<file path="config.mk">
export PLATFORM = sky130hd
export DESIGN_NAME = upt_top
export DESIGN_NICKNAME = d
export VERILOG_FILES = /design/src/rtl/upt_pkg.sv /design/src/rtl/upt_countdown.sv /design/src/rtl/upt_redirect.sv /design/src/rtl/upt_top.sv
export SDC_FILE = /design/constraint.sdc
export NUM_CORES = 1
export LEC_CHECK = 0
export ABC_CLOCK_PERIOD_IN_PS = 3000
export BUFFER_PORTS_ARGS = -buffer_cell sky130_fd_sc_hd__buf_2
export CAP_MARGIN = 20
export CORE_UTILIZATION = 45
export DETAILED_ROUTE_END_ITERATION = 12
export PLACE_DENSITY = 0.71
export SYNTH_ARGS = -nofsm -noshare
export SYNTH_HDL_FRONTEND = slang
export SYNTH_SLANG_ARGS = --single-unit
</file>
<file path="constraint.sdc">
create_clock -name clk -period 3 [get_ports clk]
set_input_delay 0.6 -clock clk [delete_from_list [all_inputs] [get_ports clk]]
set_output_delay 0.6 -clock clk [all_outputs]
set_load 0.01 [all_outputs]
</file>
<file path="src/rtl/upt_pkg.sv">
package upt_pkg;
    localparam int ADDR_W = 32;
    localparam int CNT_W  = 16;

    typedef logic [ADDR_W-1:0] addr_t;

    typedef enum logic [1:0] {
        SEL_BUDGET  = 2'd0,
        SEL_HANDLER = 2'd1,
        SEL_SKIP    = 2'd2,
        SEL_RESUME  = 2'd3
    } upt_sel_e;

    typedef struct packed {
        addr_t target;
        addr_t resume;
        addr_t sp;
    } redirect_t;

    function automatic addr_t below_zone(addr_t sp, addr_t skip);
        return sp - skip;
    endfunction
endpackage

</file>
<file path="src/rtl/upt_countdown.sv">
module upt_countdown
    import upt_pkg::*;
#(
    parameter int W = CNT_W
) (
    input  logic         clk,
    input  logic         rst,
    input  logic         tick,
    input  logic         hold,
    input  logic         load,
    input  logic [W-1:0] load_val,
    output logic [W-1:0] count,
    output logic         fire
);
    localparam logic [W-1:0] ONE = W'(1);

    logic step;
    assign step = tick && !hold && !load && (count != '0);
    assign fire = step && (count == ONE);

    always_ff @(posedge clk) begin
        if (rst)       count <= '0;
        else if (load) count <= load_val;
        else if (step) count <= count - ONE;
    end

    // one step down per accepted tick
    a_r2_step_down: assert property (@(posedge clk) disable iff (rst)
        (tick && !hold && !load && count != '0) |=> (count == $past(count) - ONE));
    // an expired budget stays at zero without a write
    a_r4_stay_zero: assert property (@(posedge clk) disable iff (rst)
        (count == '0 && !load) |=> (count == '0));
    // budget frozen while a request is pending
    a_r9_frozen: assert property (@(posedge clk) disable iff (rst)
        (hold && !load) |=> $stable(count));
endmodule

</file>
<file path="src/rtl/upt_redirect.sv">
module upt_redirect
    import upt_pkg::*;
(
    input  logic      clk,
    input  logic      rst,
    input  logic      fire,
    input  addr_t     handler,
    input  addr_t     skip,
    input  addr_t     pc,
    input  addr_t     sp,
    input  logic      ready,
    output logic      valid,
    output redirect_t pkt
);
    always_ff @(posedge clk) begin
        if (rst) begin
            valid <= 1'b0;
            pkt   <= '0;
        end else if (fire) begin
            valid      <= 1'b1;
            pkt.target <= handler;
            pkt.resume <= pc;
            pkt.sp     <= below_zone(sp, skip);
        end else if (valid && ready) begin
            valid <= 1'b0;
        end
    end

    // a new event never lands on a pending one
    a_r3_no_double: assert property (@(posedge clk) disable iff (rst)
        fire |-> !valid);
    // request and payload hold until accepted
    a_r8_hold: assert property (@(posedge clk) disable iff (rst)
        (valid && !ready) |=> (valid && $stable(pkt)));
    // request drops after the handshake
    a_r8_drop: assert property (@(posedge clk) disable iff (rst)
        (valid && ready) |=> !valid);
    // stack pointer lowered by the skip amount
    a_r6_sp_skip: assert property (@(posedge clk) disable iff (rst)
        fire |=> (pkt.sp == $past(sp) - $past(skip)));
    // resume address is the interrupted pc
    a_r7_resume: assert property (@(posedge clk) disable iff (rst)
        fire |=> (pkt.resume == $past(pc)));
endmodule

</file>
<file path="src/rtl/upt_top.sv">
module upt_top
    import upt_pkg::*;
(
    input  logic              clk,
    input  logic              rst,
    input  logic              tick_en,
    input  logic              reg_wr,
    input  logic [1:0]        reg_sel,
    input  logic [ADDR_W-1:0] reg_wdata,
    output logic [ADDR_W-1:0] reg_rdata,
    input  logic [ADDR_W-1:0] pc_in,
    input  logic [ADDR_W-1:0] sp_in,
    output logic              rdr_valid,
    input  logic              rdr_ready,
    output logic [ADDR_W-1:0] rdr_target,
    output logic [ADDR_W-1:0] rdr_resume,
    output logic [ADDR_W-1:0] rdr_sp
);
    upt_sel_e   sel;
    addr_t      handler_q, skip_q;
    logic [CNT_W-1:0] budget;
    logic       fire, load_budget;
    redirect_t  pkt;

    assign sel         = upt_sel_e'(reg_sel);
    assign load_budget = reg_wr && (sel == SEL_BUDGET);

    always_ff @(posedge clk) begin
        if (rst) begin
            handler_q <= '0;
            skip_q    <= '0;
        end else if (reg_wr) begin
            if (sel == SEL_HANDLER) handler_q <= reg_wdata;
            if (sel == SEL_SKIP)    skip_q    <= reg_wdata;
        end
    end

    upt_countdown #(.W(CNT_W)) u_count (
        .clk      (clk),
        .rst      (rst),
        .tick     (tick_en),
        .hold     (rdr_valid),
        .load     (load_budget),
        .load_val (reg_wdata[CNT_W-1:0]),
        .count    (budget),
        .fire     (fire)
    );

    upt_redirect u_rdr (
        .clk     (clk),
        .rst     (rst),
        .fire    (fire),
        .handler (handler_q),
        .skip    (skip_q),
        .pc      (pc_in),
        .sp      (sp_in),
        .ready   (rdr_ready),
        .valid   (rdr_valid),
        .pkt     (pkt)
    );

    assign rdr_target = pkt.target;
    assign rdr_resume = pkt.resume;
    assign rdr_sp     = pkt.sp;

    always_comb begin
        unique case (sel)
            SEL_BUDGET:  reg_rdata = ADDR_W'(budget);
            SEL_HANDLER: reg_rdata = handler_q;
            SEL_SKIP:    reg_rdata = skip_q;
            default:     reg_rdata = pkt.resume;
        endcase
    end

    // a request starts only from a budget of one
    a_r3_from_one: assert property (@(posedge clk) disable iff (rst)
        $rose(rdr_valid) |-> ($past(budget) == CNT_W'(1)));
    // target is the handler register of the firing cycle
    a_r5_target: assert property (@(posedge clk) disable iff (rst)
        $rose(rdr_valid) |-> (rdr_target == $past(handler_q)));
    // reset leaves no request pending
    a_r10_reset: assert property (@(posedge clk)
        $past(rst) |-> !rdr_valid);
endmodule

</file>
## After elaboration in Yosys (flattened, before gate mapping)

Cells that the tools add are included.

| operators by class | value |
|---|---|
| add/subtract/negate cells | 2 |
| equal/unequal tests | 3 |
| mux-type cells | 5 |
| reductions and logical operators | 14 |

Operators by type and width:

| cell | number |
|---|---|
| 32-bit case mux with 3 select lines | 1 |
| 16-bit 2-to-1 mux | 2 |
| 32-bit subtractor | 1 |
| 16-bit by 1-bit equality test with 1-bit output, second input constant | 1 |
| 16-bit nonzero test | 1 |
| 16-bit by 1-bit subtractor with 16-bit output, second input constant | 1 |
| 1-bit logical AND | 6 |
| 2-bit AND reduction | 2 |
| 2-bit nonzero test | 2 |
| 2-bit by 1-bit equality test with 1-bit output, second input constant | 1 |
| 2-bit equality test, second input constant | 1 |
| 1-bit logical NOT | 2 |
| 2-bit logical NOT | 1 |
| 1-bit 2-to-1 mux | 2 |

| word-level totals | value |
|---|---|
| flip-flop bits (word level) | 177 |

## Longest topological paths before layout

Gate-level depths: netlist of run 1.

| logic depth | value |
|---|---|
| depth after elaboration | 7 |
| gate-level depth with buffers | 11 |

## Hierarchy

Synthesis of run 1 repeated with hierarchy kept, for this count alone.

| second synthesis, totals | value |
|---|---|
| cells, all modules | 1,030 |
| area, all modules | 9,716.8 um2 |

By module, submodules not included:

| module | instances | cells an instance | area an instance (um2) | seq. area each (um2) |
|---|---|---|---|---|
| upt_redirect | 1 | 583 | 5,188.7 | 1,941.9 |
| upt_top | 1 | 306 | 3,440.8 | 1,281.2 |
| upt_countdown | 1 | 141 | 1,087.3 | 320.3 |

## Least setup slack after synthesis of run 1

OpenSTA, ideal clock, no wires.

| timing path | value |
|---|---|
| path type | input port to flip-flop |
| start point | in reg_sel[1] |
| end point | reg u_rdr.pkt[31] (netlist name) |
| setup time | 0.062 ns |
| arrival | 2.963 ns |
| path slack | -0.025 ns |
| cell stages on the path | 11 |
| cells stage by stage | clkbuf_1 -> or3b_2 -> clkbuf_1 -> nand3b_1 -> or4_1 -> buf_2 -> nand2b_4 -> buf_6 -> or3_1 -> or3_1 -> nand3_1 |

| on the way | value |
|---|---|
| word-level cells in the longest chain between the ends | 6 |

RTL lines:

| what | line | RTL |
|---|---|---|
| from (decl) | upt_top.sv:8 | `input logic [1:0] reg_sel,` |
| 2-bit logical NOT | upt_top.sv:26 | `assign load_budget = reg_wr && (sel == SEL_BUDGET);` |
| 1-bit logical AND | upt_top.sv:26 |  |
| 1-bit logical NOT | upt_countdown.sv:18 | `assign step = tick && !hold && !load && (count != '0);` |
| 1-bit logical AND (2 in series) | upt_countdown.sv:18 |  |
| 1-bit logical AND | upt_countdown.sv:19 | `assign fire = step && (count == ONE);` |

No other way between the ends.
A chain may end at the register's enable or synchronous reset.

## Worst setup path in the final report of run 1

| timing path | value |
|---|---|
| start point | reg u_count.count[11] |
| end point | reg u_rdr.pkt[31] (netlist name) |

| on the way | value |
|---|---|
| word-level cells in the longest chain between the ends | 3 |

RTL lines:

| what | line | RTL |
|---|---|---|
| from (decl) | upt_countdown.sv:12 | `output logic [W-1:0] count,` |
| from (signal assigned) | upt_countdown.sv:23 | `else if (load) count <= load_val;` |
| from (signal assigned) | upt_countdown.sv:24 | `else if (step) count <= count - ONE;` |
| 16-bit nonzero test | upt_countdown.sv:18 |  |
| 1-bit logical AND | upt_countdown.sv:18 |  |
| 1-bit logical AND (*) | upt_countdown.sv:19 |  |

Every way passes the cells marked *; elsewhere a longest branch is shown, timed or not.

==> results.py, run 1 <==
metrics = {
    "synthesis": {
        "yosysSeqAreaShare": 0.394,
        "synth_top_area_cell": "dfxtp_1",
        "synth_compound_area_frac": 0.214,
        "yosys_warnings": 0,
        "yosys.area_share.adder": 0.0495,
        "syn-num-nets": 1318,
        "ys_types": 57,
        "yosys.area_share.xor_xnor": 0.0166,
        "synth_top_family_by_area": "simple AND/OR/NAND/NOR gates",
        "muxShareOfSynthArea": 0.0470,
        "synthArstFlopShare": 0,
        "avgSynthCellArea_um2": 7.62,
        "synth_top_area_frac": 0.394,
        "synth_edf_count": 0,
        "synthCells": 1180,
        "ys_ff_latch": 177,
        "synthFlopType": "dfxtp_1",
        "synth.area.top_cells": "dfxtp_1 39%, nand2_1 14%, a21oi_1 10%, ha_1 4.7%, mux4_2 4.0%",
        "synth_area_um2": 9000,
        "synth-simple-area-share": 0.228,
    },
    "clock_tree": {
        "clkLatencyLatePin_ns": 0.43,
        "postCtsSetupBuffers": 0,
        "clock_path_buffers": 2,
        "cts_resized": 0,
        "root_buffer": "clkbuf_16",
        "cts_tree": "yes",
        "h-tree-depth": 4,
        "cts-hold-fix-buffers": 0,
        "cts_num_sinks": 177,
        "cts_buffers": 17,
        "cts.clk_slew.worst_paths_ns": 0.07,
    },
    "worst_setup_path": {
        "critPathKind": "reg2reg",
        "r2r_setup_slack_ns": 0.13,
        "crit_path_end": "u_rdr.pkt[31]",
        "r2r-end": "u_rdr.pkt[31]",
        "cp_max_fo": 10,
        "crit_path_start_kind": "flop",
        "r2r_cells": 7,
        "crit_path_start": "u_count.count[11]",
        "end_kind": "flop",
        "crit_required_ns": 3.37,
        "crit_arrival_ns": 3.24,
        "reg2reg_from": "u_count.count[11]",
    },
    "global_routing": {
        "grt_pass1_vias": 8299,
        "grt_max_degree": 150,
        "grt-ovfl-total": 0,
        "grt_pass1_wl_um": 44300,
        "antenna_found_initial": 4,
        "grt_usage": 0.278,
    },
    "placed_design": {
        "place_congestion": 0.911,
        "dp_cells": 1632,
        "dp_hpwl_um": 21100,
        "io_buffers": 231,
    },
    "outcome": {
        "status": "finished clean",
    },
    "timing": {
        "timing.final.crit_share": 0.956,
        "rsz0062_at_grt": "no",
        "drv_slew": 0,
        "fin_crit_ns": 2.87,
        "worst_clock_skew_ns": 0.0143,
        "finalHoldViolations": 0,
        "setup_viol": 0,
        "tightest_slew_ns": 0.722,
        "fmax_mhz": 349,
        "slew_headroom": 0.519,
        "holdWs_ns": 0.407,
    },
    "die": {
        "rows": 51,
        "die_area_um2": 20600,
        "io_pins": 232,
        "core-area_um2": 19500,
        "die_x_um": 143,
        "initial_utilization": 0.461,
        "die_h_um": 143,
    },
    "routing": {
        "finalWirelength_um": 28600,
        "drtIter0Drc": 798,
        "antenna_left": 0,
        "viasPerCell": 5.47,
        "firstDrtPassIters": 5,
        "drc": 0,
        "vias": 9133,
        "wire_per_inst_um": 17.1,
    },
    "power_and_ir_drop": {
        "p_sw_frac": 0.310,
        "pwr-share-comb": 0.185,
        "powerDensity_nw_per_um2": 522,
        "p_switching_mw": 1.80,
        "p_seq_frac": 0.434,
        "ir_drop_mv": 0.402,
        "leakagePower_nw": 4.57,
        "finalPower_mw": 5.79,
        "pwr-share-clk": 0.381,
        "p_int_mw": 4.00,
    },
    "final_layout": {
        "layout_common_cells": "342 x nand2_1, 230 x buf_2, 187 x a21oi_1",
        "final_core_util": 0.568,
        "syn_to_final_growth_pct": 23.4,
        "mostFrequentLayoutCell": "nand2_1",
        "finalNetCount": 1524,
        "drive_gt1_frac": 0.233,
        "finalNonFillerCells": 1669,
    },
    "job": {
        "max_cap_violations": 0,
    },
    "worst_hold_path": {
        "hp-start": "pc_in[13]",
        "hp-class": "in2reg",
    },
}
sequential cells by signal, summed over array words and instances, names as in the netlist:
name	count
handler_q	32
u_rdr.valid	1
u_count.count	16
u_rdr.pkt	96
skip_q	32
cell families after synthesis:
kind of cell             count (synthesis)
AO/OA/AOI/OAI                          328
multiplexers                            22
buffers and inverters                  118
flip-flops                             177
XOR/XNOR                                17
AND/OR/NAND/NOR                        483
adder cells (fa/ha/maj)                 35
critical path, stage by stage, from the launching register on:
cell and delay (ns):
dfxtp_1 0.33, or4_1 0.53, or4_1 0.42, or4_4 0.56, nand2b_4 0.23, or3_1 0.35, or3_1 0.30, nand3_1 0.08
final cells by class:
class                   count  area (um2)
fillers                  1908        8430
multi-input cells         885        5010
flip-flops and latches    177        3540
repair buffers            268        1470
clock buffers              17         425
well taps                 265         332
clock inverters            15         166
inverters                  37         139
diodes                      5        12.5
cell usage after synthesis (5+ instances only):
| cell | instances |
|---|---|
| dfxtp_1 | 177 |
| and2_1 | 6 |
| mux4_2 | 16 |
| buf_1 | 9 |
| a22o_1 | 17 |
| o211ai_1 | 9 |
| a21oi_1 | 187 |
| nand3_1 | 22 |
| a21o_1 | 18 |
| clkbuf_1 | 69 |
| nor4_1 | 6 |
| nor3_1 | 17 |
| nand4_1 | 9 |
| nand2_1 | 342 |
| o21ai_0 | 39 |
| or3_1 | 8 |
| and3_1 | 9 |
| o31ai_1 | 5 |
| o21a_1 | 10 |
| nor2b_1 | 10 |
| xnor2_1 | 14 |
| nor2_1 | 37 |
| ha_1 | 34 |
| a31oi_1 | 12 |
| a211oi_1 | 7 |
| inv_1 | 37 |
stage by stage:
step                      TNS [ns]  instance area [um2]  setup WS [ns]
after detailed placement   -0.0176                10500        -0.0176
final                            0                11100          0.133
after floorplan                  0                 9010        0.00833
after CTS                        0                11100          0.146
after global placement           0                10500        0.00631
after global routing             0                11100        0.00453
power groups by stage:
stage	registers, mW	logic, mW	clock network [mW]
finish	2.52	1.07	2.21
global route	2.53	1.18	2.34
CTS	2.51	1.06	2.24
detailed placement	2.57	1.05	0
global placement	2.57	1.04	0
floorplan	2.56	0.696	0
worst min-delay path by stage:
| stage | slack, ns | cells past startpoint | end |
|---|---|---|---|
| after detailed placement | 0.44 | 2 | u_rdr.pkt[66] |
| after floorplan | 0.44 | 2 | skip_q[16] |
| after CTS | 0.39 | 3 | u_rdr.pkt[58] |
| final | 0.41 | 3 | u_rdr.pkt[45] |
| after global placement | 0.44 | 2 | u_rdr.pkt[73] |
| after global routing | 0.40 | 3 | u_rdr.pkt[59] |
per-layer routing:
metal  vias to the layer above  GRT usage  wire [um]
met3                        37     0.0543       2040
met1                      4228      0.407      13500
met4                         0     0.0806        563
met5                         -          0          0
met2                       359      0.411      12400
li1                       4509          -          -
Note: power is estimated with default switching activity, not from simulation.
==> inputs of run 2 (changes only) <==
--- a/config.mk
+++ b/config.mk
@@ -5,12 +5,12 @@
 export SDC_FILE = /design/constraint.sdc
 export NUM_CORES = 1
 export LEC_CHECK = 0
-export ABC_CLOCK_PERIOD_IN_PS = 3000
+export ABC_CLOCK_PERIOD_IN_PS = 3300
 export BUFFER_PORTS_ARGS = -buffer_cell sky130_fd_sc_hd__buf_2
 export CAP_MARGIN = 20
 export CORE_UTILIZATION = 45
 export DETAILED_ROUTE_END_ITERATION = 12
-export PLACE_DENSITY = 0.71
+export PLACE_DENSITY = 0.69
 export SYNTH_ARGS = -nofsm -noshare
 export SYNTH_HDL_FRONTEND = slang
 export SYNTH_SLANG_ARGS = --single-unit
==> constraint.sdc (replaced) <==
create_clock -name clk -period 3.3 [get_ports clk]
set_input_delay 0.66 -clock clk [delete_from_list [all_inputs] [get_ports clk]]
set_output_delay 0.66 -clock clk [all_outputs]
set_load 0.01 [all_outputs]
==> run 2 against run 1 <==
Net effect:
- design area decreased by 0.66%
- final cell count decreased by 0.84%
- critical path depth unchanged
- die area unchanged
- clock power decreased by 7%
- global-route usage about the same
- flip-flop and latch count unchanged
- utilization decreased by 0.38 points
- clock skew increased by 0.0039 ns
- largest cell class unchanged
- highest routed layer unchanged
==> results.py, run 2 (synthesis gave the netlist of run 1 again) <==
metrics = {
    "timing": {
        "drv_slew": 0,
        "setup_viol": 0,
        "layout_setup_ws_ns": 0.343,
        "tightest_slew_ns": 0.851,
        "fin_tns_setup_ns": 0,
        "finalHoldViolations": 0,
        "worst_clock_skew_ns": 0.0182,
        "rsz0062_at_grt": "no",
        "holdWs_ns": 0.448,
        "fin_crit_ns": 2.96,
        "fmax_mhz": 338,
        "timing.final.crit_share": 0.896,
        "slew_headroom": 0.433,
    },
    "global_routing": {
        "grt-ovfl-total": 0,
        "grt_usage": 0.278,
        "grt_pass1_vias": 8063,
        "antenna_found_initial": 3,
        "grt_max_degree": 169,
        "grt_pass1_wl_um": 43900,
    },
    "final_layout": {
        "regArea_um2": 3540,
        "multiInputGateArea_um2": 5010,
        "drive_gt1_frac": 0.225,
        "syn_to_final_growth_pct": 22.6,
        "finalNetCount": 1511,
        "layout_common_cells": "342 x nand2_1, 230 x buf_2, 187 x a21oi_1",
        "top_register": "u_rdr.pkt",
        "mostFrequentLayoutCell": "nand2_1",
        "n_fill_cell": 1871,
        "reg_top3": "u_rdr.pkt x96, handler_q x32, skip_q x32",
        "largest_register_ffs": 96,
    },
    "worst_setup_path": {
        "r2r_setup_slack_ns": 0.34,
        "end_kind": "flop",
        "crit_required_ns": 3.68,
        "cp_cell_sequence": "or4_1 > or4_1 > or4_4 > nand2b_4 > or3_1 > or3_1 > nand3_1",
        "cp_slowest_stage_delay_ns": 0.57,
        "critical-path-slowest-cell": "or4_4",
        "crit_arrival_ns": 3.33,
        "crit_path_start_kind": "flop",
        "cp_max_fo": 10,
        "critPathKind": "reg2reg",
    },
    "clock_tree": {
        "clock_path_buffers": 2,
        "cts_buffers": 17,
        "cts.clk_slew.worst_paths_ns": 0.07,
        "cts_tree": "yes",
        "root_buffer": "clkbuf_16",
        "h-tree-depth": 4,
        "postCtsSetupBuffers": 0,
        "cts_num_sinks": 177,
        "cts_resized": 0,
        "cts-hold-fix-buffers": 0,
        "clkLatencyLatePin_ns": 0.44,
    },
    "die": {
        "rows": 51,
        "core-area_um2": 19500,
        "die_x_um": 143,
        "die_area_um2": 20600,
        "io_pins": 232,
        "initial_utilization": 0.461,
        "die_h_um": 143,
    },
    "outcome": {
        "status": "finished clean",
    },
    "routing": {
        "drc": 0,
        "drtIter0Drc": 856,
        "top_layer": "met4",
        "wl_met3_um": 2110,
        "antenna_left": 0,
        "vias": 9130,
        "viasPerCell": 5.52,
        "firstDrtPassIters": 7,
        "met1Wirelength_um": 13400,
        "wire_per_inst_um": 17.2,
        "wl_met2_um": 12200,
        "finalWirelength_um": 28500,
    },
    "placed_design": {
        "place_congestion": 0.907,
        "placement.setup.worst_slack_ns": 0.234,
        "dp_hpwl_um": 20700,
        "io_buffers": 231,
    },
    "worst_hold_path": {
        "hp-class": "reg2reg",
    },
    "power_and_ir_drop": {
        "ir_drop_mv": 0.379,
        "powerDensity_nw_per_um2": 479,
        "leakagePower_nw": 4.51,
    },
    "job": {
        "max_cap_violations": 0,
    },
}
run 2: metal layers:
metal,up-vias,global-route usage
met5,-,0
met4,0,0.111
met3,53,0.0576
met2,378,0.393
met1,4222,0.407
li1,4477,-
run 2: power by group:
part	switching (mW)	internal (mW)
clock network	0.969	1.08
registers	0.0888	2.21
logic	0.550	0.378
total	1.61	3.67
run 2: final timing paths:
kind,start,endpoint,cells past startpoint
max reg2reg,u_count.count[8],u_rdr.pkt[31],7
min,u_rdr.pkt[8],u_rdr.pkt[8],2
max,u_count.count[8],u_rdr.pkt[31],7
min reg2reg,u_rdr.pkt[8],u_rdr.pkt[8],2
run 2: cell type report:
type	instances	share of cell area
clock buffers	18	0.0389
diodes	4	0.000908
well taps	265	0.0301
flip-flops and latches	177	0.321
clock inverters	14	0.0149
repair buffers	255	0.127
multi-input cells	885	0.454
inverters	37	0.0126
run 2: through the flow:
step	power [mW]	utilization	cell area, um2	instances
after CTS	5.30	0.564	11000	1651
after global placement	3.25	0.534	10400	1619
after floorplan	2.94	-	9000	1180
after detailed placement	3.26	0.534	10400	1619
final	5.28	0.565	11000	1655
after global routing	5.50	0.565	11000	1654
run 2: worst max-delay path, delay by kind of cell (launching register included):
kind,cells,cell delay (ns)
flops,1,0.38
simple gates,7,2.53
